### src/rtl/irq_pkg.sv
package irq_pkg;

    typedef enum logic [1:0] {
        ST_IDLE  = 2'd0,
        ST_REQ   = 2'd1,
        ST_SERVE = 2'd2
    } irq_state_e;

    localparam int ADDR_CTRL    = 0;
    localparam int ADDR_FLAG    = 1;
    localparam int ADDR_EN      = 2;
    localparam int ADDR_PRI0    = 3;
    localparam int ADDR_STAT    = 15;

    localparam int PRI_W        = 3;
    localparam int LVL_W        = 4;
    localparam int VEC_W        = 7;
    localparam int SRC_PER_WORD = 4;
    localparam int NIB_W        = 4;

endpackage

### src/rtl/irq_regfile.sv
module irq_regfile
    import irq_pkg::*;
#(
    parameter int NUM_SRC = 8,
    parameter int DATA_W  = 16,
    parameter int ADDR_W  = 4
) (
    input  logic                       clk,
    input  logic                       rst_n,
    input  logic                       bus_we,
    input  logic [ADDR_W-1:0]          bus_addr,
    input  logic [DATA_W-1:0]          bus_wdata,
    output logic [DATA_W-1:0]          bus_rdata,
    input  logic [NUM_SRC-1:0]         src_in,
    input  logic [DATA_W-1:0]          stat_word,
    output logic [NUM_SRC-1:0]         flags,
    output logic [NUM_SRC-1:0]         enables,
    output logic [NUM_SRC*PRI_W-1:0]   pri_flat,
    output logic                       nest_off
);

    logic wr_ctrl, wr_flag, wr_en;
    logic [NUM_SRC-1:0] en_q;
    logic               nest_q;

    assign wr_ctrl = bus_we && (int'(bus_addr) == ADDR_CTRL);
    assign wr_flag = bus_we && (int'(bus_addr) == ADDR_FLAG);
    assign wr_en   = bus_we && (int'(bus_addr) == ADDR_EN);

    // Per-source flag with edge detect, and priority field
    for (genvar s = 0; s < NUM_SRC; s++) begin : g_src
        localparam int WORD = ADDR_PRI0 + s / SRC_PER_WORD;
        localparam int NIB  = (s % SRC_PER_WORD) * NIB_W;

        logic             flag_q;
        logic             prev_q;
        logic             rise;
        logic [PRI_W-1:0] pri_q;

        assign rise = src_in[s] & ~prev_q;

        always_ff @(posedge clk or negedge rst_n) begin
            if (!rst_n) begin
                flag_q <= 1'b0;
                prev_q <= 1'b0;
            end else begin
                prev_q <= src_in[s];
                // a new edge outranks a clear in the same cycle
                if (rise)
                    flag_q <= 1'b1;
                else if (wr_flag && bus_wdata[s])
                    flag_q <= 1'b0;
            end
        end

        always_ff @(posedge clk or negedge rst_n) begin
            if (!rst_n)
                pri_q <= '0;
            else if (bus_we && (int'(bus_addr) == WORD))
                pri_q <= bus_wdata[NIB +: PRI_W];
        end

        assign flags[s]                   = flag_q;
        assign pri_flat[s*PRI_W +: PRI_W] = pri_q;
    end

    always_ff @(posedge clk or negedge rst_n) begin
        if (!rst_n) begin
            en_q   <= '0;
            nest_q <= 1'b0;
        end else begin
            if (wr_en)
                en_q <= bus_wdata[NUM_SRC-1:0];
            if (wr_ctrl)
                nest_q <= bus_wdata[0];
        end
    end

    assign enables  = en_q;
    assign nest_off = nest_q;

    always_comb begin
        bus_rdata = '0;
        if (int'(bus_addr) == ADDR_CTRL) begin
            bus_rdata[0] = nest_q;
        end else if (int'(bus_addr) == ADDR_FLAG) begin
            bus_rdata[NUM_SRC-1:0] = flags;
        end else if (int'(bus_addr) == ADDR_EN) begin
            bus_rdata[NUM_SRC-1:0] = en_q;
        end else if (int'(bus_addr) == ADDR_STAT) begin
            bus_rdata = stat_word;
        end else begin
            for (int s = 0; s < NUM_SRC; s++) begin
                if (int'(bus_addr) == ADDR_PRI0 + s / SRC_PER_WORD)
                    bus_rdata[(s % SRC_PER_WORD)*NIB_W +: PRI_W] =
                        pri_flat[s*PRI_W +: PRI_W];
            end
        end
    end

endmodule

### src/rtl/irq_arbiter.sv
module irq_arbiter
    import irq_pkg::*;
#(
    parameter int NUM_SRC = 8,
    parameter int IDX_W   = 3
) (
    input  logic [NUM_SRC-1:0]       flags,
    input  logic [NUM_SRC-1:0]       enables,
    input  logic [NUM_SRC*PRI_W-1:0] pri_flat,
    output logic                     best_valid,
    output logic [IDX_W-1:0]         best_idx,
    output logic [PRI_W-1:0]         best_pri
);

    // Ascending scan with strict compare: lowest index keeps a tie,
    // and a priority of 0 can never replace the empty start value.
    always_comb begin
        best_pri = '0;
        best_idx = '0;
        for (int i = 0; i < NUM_SRC; i++) begin
            if (flags[i] && enables[i] &&
                (pri_flat[i*PRI_W +: PRI_W] > best_pri)) begin
                best_pri = pri_flat[i*PRI_W +: PRI_W];
                best_idx = IDX_W'(i);
            end
        end
        best_valid = (best_pri != '0);
    end

endmodule

### src/rtl/irq_sequencer.sv
module irq_sequencer
    import irq_pkg::*;
#(
    parameter int IDX_W    = 3,
    parameter int VEC_BASE = 8,
    parameter int DEPTH_W  = 4
) (
    input  logic             clk,
    input  logic             rst_n,
    input  logic             best_valid,
    input  logic [IDX_W-1:0] best_idx,
    input  logic [PRI_W-1:0] best_pri,
    input  logic [LVL_W-1:0] cpu_lvl,
    input  logic             nest_off,
    input  logic             irq_ack,
    input  logic             irq_ret,
    output logic             irq_req,
    output logic [VEC_W-1:0] irq_vec,
    output logic [LVL_W-1:0] irq_lvl,
    output logic [VEC_W-1:0] stat_vec,
    output logic [LVL_W-1:0] stat_lvl,
    output logic             serving
);

    localparam logic [LVL_W-1:0] USER_TOP = LVL_W'((1 << PRI_W) - 1);

    irq_state_e         state_q, state_d;
    logic [DEPTH_W-1:0] depth_q, depth_d;
    logic [LVL_W-1:0]   thresh;
    logic               win, accept, ret_ok, req_d;
    logic [VEC_W-1:0]   cand_vec;
    logic [LVL_W-1:0]   cand_lvl;
    logic               req_q;
    logic [VEC_W-1:0]   vec_q, svec_q;
    logic [LVL_W-1:0]   lvl_q, slvl_q;

    // With nesting off, servicing lifts the threshold above every user level
    always_comb begin
        if (state_q == ST_SERVE && nest_off)
            thresh = (cpu_lvl > USER_TOP) ? cpu_lvl : USER_TOP;
        else
            thresh = cpu_lvl;
    end

    assign win      = best_valid && ({1'b0, best_pri} > thresh);
    assign accept   = irq_ack && req_q;
    assign ret_ok   = irq_ret && (state_q == ST_SERVE);
    assign req_d    = win && !accept;
    assign depth_d  = depth_q + DEPTH_W'(accept) - DEPTH_W'(ret_ok);
    assign cand_vec = best_valid ? (VEC_W'(VEC_BASE) + VEC_W'(best_idx)) : '0;
    assign cand_lvl = best_valid ? {1'b0, best_pri} : '0;

    always_comb begin
        state_d = state_q;
        unique case (state_q)
            ST_IDLE:  state_d = req_d ? ST_REQ : ST_IDLE;
            ST_REQ:   state_d = accept ? ST_SERVE : (req_d ? ST_REQ : ST_IDLE);
            ST_SERVE: begin
                if (depth_d == '0)
                    state_d = req_d ? ST_REQ : ST_IDLE;
            end
            default:  state_d = ST_IDLE;
        endcase
    end

    // State register
    always_ff @(posedge clk or negedge rst_n) begin
        if (!rst_n) begin
            state_q <= ST_IDLE;
            depth_q <= '0;
        end else begin
            state_q <= state_d;
            depth_q <= depth_d;
        end
    end

    // Output registers
    always_ff @(posedge clk or negedge rst_n) begin
        if (!rst_n) begin
            req_q  <= 1'b0;
            vec_q  <= '0;
            lvl_q  <= '0;
            svec_q <= '0;
            slvl_q <= '0;
        end else begin
            req_q <= req_d;
            vec_q <= cand_vec;
            lvl_q <= cand_lvl;
            if (state_q != ST_SERVE && !accept) begin
                svec_q <= cand_vec;
                slvl_q <= cand_lvl;
            end
        end
    end

    assign irq_req  = req_q;
    assign irq_vec  = vec_q;
    assign irq_lvl  = lvl_q;
    assign stat_vec = svec_q;
    assign stat_lvl = slvl_q;
    assign serving  = (state_q == ST_SERVE);

endmodule

### src/rtl/irq_prio_ctrl.sv
module irq_prio_ctrl
    import irq_pkg::*;
#(
    parameter int NUM_SRC  = 8,
    parameter int DATA_W   = 16,
    parameter int ADDR_W   = 4,
    parameter int VEC_BASE = 8,
    parameter int DEPTH_W  = 4
) (
    input  logic               clk,
    input  logic               rst_n,
    input  logic               bus_we,
    input  logic [ADDR_W-1:0]  bus_addr,
    input  logic [DATA_W-1:0]  bus_wdata,
    output logic [DATA_W-1:0]  bus_rdata,
    input  logic [NUM_SRC-1:0] src_in,
    input  logic [2:0]         cpu_ipl,
    input  logic               cpu_trap,
    output logic               irq_req,
    output logic [6:0]         irq_vec,
    output logic [3:0]         irq_lvl,
    input  logic               irq_ack,
    input  logic               irq_ret
);

    localparam int IDX_W  = (NUM_SRC > 1) ? $clog2(NUM_SRC) : 1;
    localparam int STAT_W = LVL_W + 1 + VEC_W;

    logic [NUM_SRC-1:0]       flags, enables;
    logic [NUM_SRC*PRI_W-1:0] pri_flat;
    logic                     nest_off, best_valid, serving;
    logic [IDX_W-1:0]         best_idx;
    logic [PRI_W-1:0]         best_pri;
    logic [VEC_W-1:0]         stat_vec;
    logic [LVL_W-1:0]         stat_lvl;
    logic [DATA_W-1:0]        stat_word;
    logic [LVL_W-1:0]         cpu_lvl;

    assign cpu_lvl   = {cpu_trap, cpu_ipl};
    assign stat_word = {{(DATA_W-STAT_W){1'b0}}, stat_lvl, 1'b0, stat_vec};

    irq_regfile #(
        .NUM_SRC(NUM_SRC), .DATA_W(DATA_W), .ADDR_W(ADDR_W)
    ) u_regs (
        .clk(clk), .rst_n(rst_n), .bus_we(bus_we), .bus_addr(bus_addr),
        .bus_wdata(bus_wdata), .bus_rdata(bus_rdata), .src_in(src_in),
        .stat_word(stat_word), .flags(flags), .enables(enables),
        .pri_flat(pri_flat), .nest_off(nest_off)
    );

    irq_arbiter #(
        .NUM_SRC(NUM_SRC), .IDX_W(IDX_W)
    ) u_arb (
        .flags(flags), .enables(enables), .pri_flat(pri_flat),
        .best_valid(best_valid), .best_idx(best_idx), .best_pri(best_pri)
    );

    irq_sequencer #(
        .IDX_W(IDX_W), .VEC_BASE(VEC_BASE), .DEPTH_W(DEPTH_W)
    ) u_seq (
        .clk(clk), .rst_n(rst_n), .best_valid(best_valid),
        .best_idx(best_idx), .best_pri(best_pri), .cpu_lvl(cpu_lvl),
        .nest_off(nest_off), .irq_ack(irq_ack), .irq_ret(irq_ret),
        .irq_req(irq_req), .irq_vec(irq_vec), .irq_lvl(irq_lvl),
        .stat_vec(stat_vec), .stat_lvl(stat_lvl), .serving(serving)
    );

endmodule


### config.mk
export PLATFORM = sky130hd
export DESIGN_NAME = irq_prio_ctrl
export DESIGN_NICKNAME = d
export VERILOG_FILES = /design/src/rtl/irq_pkg.sv /design/src/rtl/irq_regfile.sv /design/src/rtl/irq_arbiter.sv /design/src/rtl/irq_sequencer.sv /design/src/rtl/irq_prio_ctrl.sv
export SDC_FILE = /design/constraint.sdc
export NUM_CORES = 1
export LEC_CHECK = 0
export BUFFER_PORTS_ARGS = -buffer_cell sky130_fd_sc_hd__buf_2
export CAP_MARGIN = 20
export CORE_UTILIZATION = 40
export CTS_BUF_LIST = sky130_fd_sc_hd__clkbuf_4
export DETAILED_ROUTE_END_ITERATION = 8
export GPL_ROUTABILITY_DRIVEN = 0
export PLACE_DENSITY_LB_ADDON = 0.05
export SYNTH_ARGS = -nofsm -noshare
export SYNTH_HDL_FRONTEND = slang
export SYNTH_SLANG_ARGS = --single-unit
### constraint.sdc
create_clock -name clk -period 10.5 [get_ports clk]
set_clock_uncertainty 0.15 [all_clocks]
set_input_delay 0.525 -clock clk [delete_from_list [all_inputs] [get_ports clk]]
set_output_delay 0.525 -clock clk [all_outputs]
set_load 0.03 [all_outputs]
### After elaboration in Yosys (flattened, before gate mapping)

Cells that the tools add are included.

| storage, ports and cells | value |
|---|---|
| register bits | 78 |
| bits in latches | 0 |
| memory bits (writable) | 0 |
| ROM bits | 0 |
| input bits | 37 |
| logic and storage cells | 178 |
| memories | 0 |

| operators by class | value |
|---|---|
| add/sub/neg operators | 3 |
| multipliers | 0 |
| divide/modulo/power cells | 0 |
| order comparisons | 10 |
| equal/unequal tests | 9 |
| shift operators | 0 |
| multiplexer cells | 59 |
| bitwise logic cells | 16 |
| reductions and logical operators | 48 |

Operators with widths:

| kind | number |
|---|---|
| $mux W3 | 25 |
| $logic_and A1 B1 Y1 | 35 |
| $mux W8 | 3 |
| $gt A3 B3 Y1 | 7 |
| $mux W1 | 21 |
| $reduce_bool A2 Y1 | 8 |
| $mux W15 | 1 |
| $mux W7 | 2 |
| $and A1 B1 Y1 | 8 |
| $eq A4 B3 Y1 const B | 2 |
| $logic_not A4 Y1 | 2 |
| $mux W2 | 4 |
| $mux W4 | 2 |
| $not A1 Y1 | 8 |
| $pmux W2 S3 | 1 |
| $add A4 B3 Y5 const A | 1 |
| $add A4 B1 Y4 | 1 |
| $eq A4 B1 Y1 const B | 1 |
| $eq A4 B2 Y1 const B | 1 |
| $eq A4 B4 Y1 const B | 1 |
| $gt A3 B4 Y1 | 1 |
| $gt A4 B3 Y1 const B | 1 |
| $sub A4 B1 Y4 | 1 |
| $gt A3 B1 Y1 const B | 1 |
| other kinds (7) | 7 |

### Logic depth before layout (Yosys ltp)

| logic depth | value |
|---|---|
| depth after elaboration | 30 |
| mapped depth | 57 |
| depth with buffers taken out | 56 |

### Modules after synthesis

Synthesis repeated with hierarchy kept, for this count alone.

| second synthesis, totals | value |
|---|---|
| cells, all modules | 468 |
| area, all modules | 4633.2 um^2 |

Modules (own cells, without submodules):

| module | times used | cells each | area an instance (um^2) | seq. area each (um^2) |
|---|---|---|---|---|
| irq_regfile | 1 | 223 | 2466.1 | 1226.2 |
| irq_arbiter | 1 | 158 | 1147.4 | 0.0 |
| irq_sequencer | 1 | 86 | 1016.0 | 525.5 |
| irq_prio_ctrl | 1 | 1 | 3.8 | 0.0 |

### Least setup slack after synthesis

Ideal clock, no wire load.

| timing | value |
|---|---|
| path type | register -> register |
| start point | register u_regs.g_src[0].flag_q |
| end point | register u_seq.state_q[0] |
| library setup time | 0.094 ns |
| arrival time | 10.024 ns |
| setup slack | 0.232 ns |
| cell stages (with the launch flop) | 54 |
| path buffers | 0 |
| period minus slack after synthesis | 10.268 ns |
| cell sequence | dfrtp_1 -> nand3_1 -> ha_1 -> nand3_1 -> o21a_1 -> nand2_1 -> o21ai_0 -> ha_1 -> nor2_1 -> nand4b_1 -> o311a_1 -> a211oi_1 -> or3_1 -> and2_1 -> ha_1 -> nor2_1 -> nor2_1 -> o41ai_1 -> (+18 left out) -> ha_1 -> nor2_1 -> nand2_1 -> nand2b_1 -> a31o_2 -> a31oi_1 -> mux2_4 -> ha_1 -> nand3_1 -> nor3_1 -> a21oi_1 -> o2111ai_1 -> a211oi_4 -> mux2_2 -> ha_1 -> a311oi_1 -> o21ai_0 -> a211oi_1 |

| between the ends | value |
|---|---|
| longest elaborated chain between the ends | 30 |
| elaborated cells on any way between the ends | 32 |
| classes of those cells | order compare (8); mux (12); reduce/logical (12) |

Ends and longest elaborated chain:

| element | RTL line | RTL |
|---|---|---|
| start: declaration | irq_regfile.sv:35 | `logic flag_q;` |
| start signal: assignment | irq_regfile.sv:44 | `flag_q <= 1'b0;` |
| start signal: assignment | irq_regfile.sv:50 | `flag_q <= 1'b1;` |
| start signal: assignment | irq_regfile.sv:52 | `flag_q <= 1'b0;` |
| $logic_and A1 B1 Y1 (*) (2 in series) | irq_arbiter.sv:21 | `if (flags[i] && enables[i] &&` |
| $mux W3 (*) | irq_arbiter.sv:21 |  |
| $gt A3 B3 Y1 | irq_arbiter.sv:22 | `(pri_flat[i*PRI_W +: PRI_W] > best_pri)) begin` |
| $logic_and A1 B1 Y1 | irq_arbiter.sv:21 |  |
| $mux W3 (*) | irq_arbiter.sv:21 |  |
| $gt A3 B3 Y1 | irq_arbiter.sv:22 |  |
| $logic_and A1 B1 Y1 | irq_arbiter.sv:21 |  |
| $mux W3 (*) | irq_arbiter.sv:21 |  |
| (+13 left out) | n/a |  |
| $logic_and A1 B1 Y1 | irq_arbiter.sv:21 |  |
| $mux W3 (*) | irq_arbiter.sv:21 |  |
| $gt A3 B4 Y1 / $reduce_bool A3 Y1 (equally long branches) | irq_sequencer.sv:45, irq_arbiter.sv:27 |  |
| $logic_and A1 B1 Y1 (*) | irq_sequencer.sv:45 | `assign win = best_valid && ({1'b0, best_pri} > thresh);` |
| $logic_and A1 B1 Y1 (*) | irq_sequencer.sv:48 | `assign req_d = win && !accept;` |
| $mux W1 (*) | irq_sequencer.sv:56, irq_sequencer.sv:57, irq_sequencer.sv:60 |  |
| $mux W2 (on tied branches) | irq_sequencer.sv:59, irq_sequencer.sv:57 |  |
| $pmux W2 S3 (*) | irq_sequencer.sv:55 | `unique case (state_q)` |
| end signal: assignment | irq_sequencer.sv:72 | `state_q <= state_d;` |
| end: declaration | irq_sequencer.sv:27 | `irq_state_e state_q, state_d;` |

Every way passes the cells marked *; elsewhere a longest branch is shown, timed or not. The select of a mux whose other input is x is not followed.
A chain may end at the register's enable or synchronous reset.

### Worst setup path after layout

| timing | value |
|---|---|
| start point | register u_regs.g_src[0].flag_q |
| end point | register u_seq.req_q, in the netlist u_seq.irq_req |

| between the ends | value |
|---|---|
| longest elaborated chain between the ends | 27 |
| elaborated cells on any way between the ends | 28 |
| classes of those cells | order compare (8); mux (8); reduce/logical (12) |

Ends and longest elaborated chain:

| element | RTL line | RTL |
|---|---|---|
| $logic_and A1 B1 Y1 (*) (2 in series) | irq_arbiter.sv:21 |  |
| $mux W3 (*) | irq_arbiter.sv:21 |  |
| $gt A3 B3 Y1 | irq_arbiter.sv:22 |  |
| $logic_and A1 B1 Y1 | irq_arbiter.sv:21 |  |
| $mux W3 (*) | irq_arbiter.sv:21 |  |
| $gt A3 B3 Y1 | irq_arbiter.sv:22 |  |
| $logic_and A1 B1 Y1 | irq_arbiter.sv:21 |  |
| $mux W3 (*) | irq_arbiter.sv:21 |  |
| (+11 left out) | n/a |  |
| $mux W3 (*) | irq_arbiter.sv:21 |  |
| $gt A3 B3 Y1 | irq_arbiter.sv:22 |  |
| $logic_and A1 B1 Y1 | irq_arbiter.sv:21 |  |
| $mux W3 (*) | irq_arbiter.sv:21 |  |
| $gt A3 B4 Y1 / $reduce_bool A3 Y1 (equally long branches) | irq_sequencer.sv:45, irq_arbiter.sv:27 |  |
| $logic_and A1 B1 Y1 (*) | irq_sequencer.sv:45 |  |
| $logic_and A1 B1 Y1 (*) | irq_sequencer.sv:48 |  |
| via u_seq.req_d | irq_sequencer.sv:30 | `logic win, accept, ret_ok, req_d;` |
| end signal: assignment | irq_sequencer.sv:86 | `req_q <= req_d;` |
| end: declaration | irq_sequencer.sv:33 | `logic req_q;` |

Mark *: on every way through the listed nets, which the timed path passes. The rest lies on a longest branch.

==> impl_metrics.py <==
metrics = {
    "status": {
        "status": "finished clean",
    },
    "final_layout": {
        "fin_nets": 672,
        "final_common_cell": "dfrtp_1",
        "syn_to_final_growth_pct": 27.3,
        "stdcell_count": 761,
        "drive_gt1_share_pct": 36.9,
        "antenna_cells": 0,
        "final_cell_mix": "dfrtp_1 (68), buf_4 (59), buf_2 (55)",
        "fill_cells": 1052,
    },
    "worst_setup_path": {
        "cpMaxStageDelayCell": "dfrtp_2",
        "worstSetupPathType": "reg2reg",
        "crit_top_cell": "ha_4",
        "critPathMaxStageDelay_ns": 0.48,
        "critPathRequiredTime_ns": 10.66,
        "endpoint_kind": "register",
        "cp_max_fo": 5,
        "cp-start-kind": "register",
        "critPathArrivalTime_ns": 10.31,
    },
    "clocking": {
        "clock_latency_ns": 0.46,
        "cts_tree": "built",
        "cts_htree_levels": 3,
        "cts_num_sinks": 70,
        "max-clock-path-buffers": 2,
        "clkSlewWorstSetupHoldPaths_ns": 0.12,
        "numCtsBuffers": 9,
        "ctsHoldBuffers": 0,
        "cts_root_buf": "clkbuf_4",
    },
    "synthesis": {
        "async_flop_share_pct": 100,
        "synth_ff_type": "dfrtp_1",
        "yosys_warnings": 0,
        "synth-edff-count": 0,
        "synthesis.instances": 507,
        "synth-seq-cells": 70,
        "seq_area_frac_synth_pct": 38.2,
        "syn_avg_cell_area_sq_um": 9.04,
        "netlist-cell-type-count": 73,
        "synthesis.area_sq_um": 4580,
    },
    "routing": {
        "routed_wl_microns": 13600,
        "drt_iter0_markers": 225,
        "ant_nets": 0,
        "vias": 4274,
        "dr.pass1.iters": 6,
        "wire_per_inst_microns": 17.9,
        "drcViolationCount": 0,
        "via_per_inst": 5.62,
    },
    "sta": {
        "worst_pin_slew_ns": 1.01,
        "post-route-period-util_pct": 96.7,
        "hold_viol": 0,
        "rsz0062_at_grt": "true",
        "slew_violations": 0,
        "fin_setup_tns_ns": 0,
        "fmax_mhz": 98.5,
        "setup_violations": 0,
        "period_minus_slack_ns": 10.15,
        "setup_ws_ns": 0.345,
        "slew_headroom_pct": 31.9,
    },
    "floorplan": {
        "core_sq_um": 11000,
        "initial_core_util_pct": 41.7,
        "num_rows": 38,
        "die_y_microns": 109,
        "die_width_microns": 109,
        "boundaryPins": 65,
        "die_area_sq_um": 11900,
    },
    "pwr": {
        "ir_drop_uv": 154,
        "power_density_nw_per_um2": 285,
        "pwr-share-clk_pct": 10.4,
        "p_sw_mw": 0.722,
        "switching_share_pct": 43.5,
        "p_comb_share_pct": 64.6,
        "seq_power_share_pct": 25.0,
        "p_int_mw": 0.939,
        "p_leak_nw": 2.67,
    },
    "global_route": {
        "antenna_found_initial": 0,
        "grt_pass1_wl_microns": 20900,
        "grt_max_degree": 71,
        "grt.overflow.total": 0,
        "grt_pass1_vias": 3974,
        "track_usage_pct": 23.7,
    },
    "placed_design": {
        "dp_hpwl_microns": 9800,
        "place_ws_ns": -0.583,
        "io_buffers": 56,
        "dp.cells": 730,
    },
    "run": {
        "maxCapViolCount": 0,
    },
    "worst_hold_path": {
        "hold_path_class": "in2async",
    },
}
layout make-up:
type	instances	area (sq um)	area share, %
multi-input cells	389	2930	50.2
well taps	140	175	3.00
flip-flops and latches	70	1750	30.1
clock buffers	9	67.6	1.16
clock inverters	6	53.8	0.922
repair buffers	116	741	12.7
inverters	31	116	1.99
per-stage QoR:
| step | hold WS (ns) | power, mW | utilization, % | cell area (sq um) |
|---|---|---|---|---|
| after global placement | 0.254 | 1.26 | 48.0 | 5270 |
| after detailed placement | 0.268 | 1.27 | 48.0 | 5270 |
| after CTS | 0.00881 | 1.55 | 51.3 | 5630 |
| final | 0.00382 | 1.66 | 53.1 | 5840 |
| after global routing | 0.00361 | 1.77 | 53.1 | 5840 |
| after floorplan | 0.0794 | 0.976 | - | 4600 |
final timing paths:
kind / from / to / slack, ns / cells after the start
max in group asynchronous: rst_n / u_regs.g_src[0].flag_q$_DFFE_PN0P_ / 9.50 / 1
worst min-delay path: rst_n / u_regs.g_src[2].pri_q[2]$_DFFE_PN0P_ / 0.004 / 1
min in group clk: src_in[7] / u_regs.g_src[7].prev_q$_DFF_PN0_ / 0.03 / 1
worst min register to register: u_regs.g_src[2].prev_q$_DFF_PN0_ / u_regs.g_src[2].flag_q$_DFFE_PN0P_ / 0.27 / 1
worst max-delay path: u_regs.g_src[0].flag_q$_DFFE_PN0P_ / u_seq.irq_req$_DFF_PN0_ / 0.35 / 56
worst max register to register: u_regs.g_src[0].flag_q$_DFFE_PN0P_ / u_seq.irq_req$_DFF_PN0_ / 0.35 / 56
state kept, by name, indices dropped and copies added (netlist names):
name,flops
u_regs.g_src.prev_q,8
u_seq.depth_q,4
u_seq.state_q,2
u_seq.irq_lvl,3
u_regs.nest_off,1
u_seq.stat_vec,4
u_seq.irq_req,1
u_seq.irq_vec,4
u_regs.g_src.flag_q,8
u_regs.enables,8
u_regs.g_src.pri_q,24
u_seq.stat_lvl,3
timing repair:
| action | in CTS | in global routing |
|---|---|---|
| gates resized for setup | 26 | 32 |
| cloned | 0 | 0 |
| pin swaps | 17 | 17 |
| endpoints found under the setup margin | 5 | 14 |
| buffers inserted | 11 | 5 |
critical path, delay by kind of cell (launching register included):
family	cells	cell delay [ns]
compound gates	23	3.58
fa+ha+maj	9	2.53
flops	1	0.48
mux	2	0.70
simple gates	21	2.45
buf+inv	1	0.15
routing by layer:
layer	up-vias	wire length, microns	global-route usage (%)
li1	2050	-	-
met1	2085	6490	33.1
met2	115	6220	36.2
met3	24	515	3.35
met4	0	352	10.5
met5	-	0	0
cell families after synthesis:
group	Yosys count	synth area share (%)
fa+ha+maj	23	6.20
buf+inv	53	5.08
xor+xnor	3	0.573
simple gates	182	19.8
flops	70	38.2
compound gates	140	21.3
mux	35	8.76
other cells	1	0.0818
synthesized netlist by cell type (3+ instances only):
cell       number  area share [%]
dfrtp_1        70              38
nand2_1        58             4.8
nor2_1         39             3.2
o21ai_0        35             3.8
mux2_2         33             8.1
inv_1          31             2.5
a21oi_1        23             2.5
nand3_1        23             2.5
ha_1           17             4.6
clkbuf_1       13             1.1
nor3_1         12             1.3
a22oi_1        11             1.8
and2_1          9             1.2
a21o_1          7             1.1
and3_1          7            0.96
buf_4           7             1.1
nor2b_1         7            0.96
o21a_1          7             1.1
a211oi_1        6            0.98
a22o_1          5            0.96
a31oi_1         5            0.68
maj3_1          4            0.87
nand2b_1        4            0.55
a21oi_2         3            0.57
a32o_1          3            0.66
o2111ai_1       3            0.57
o21ai_1         3            0.33
o21bai_1        3            0.49
xnor2_1         3            0.57
power by group through the flow:
stage	registers, mW	logic (mW)	clock network (mW)
finish	0.415	1.07	0.173
detailed placement	0.415	0.856	0
floorplan	0.416	0.560	0
CTS	0.411	0.960	0.176
global placement	0.414	0.842	0
global route	0.423	1.16	0.188
(Power assumes the default switching activity.)
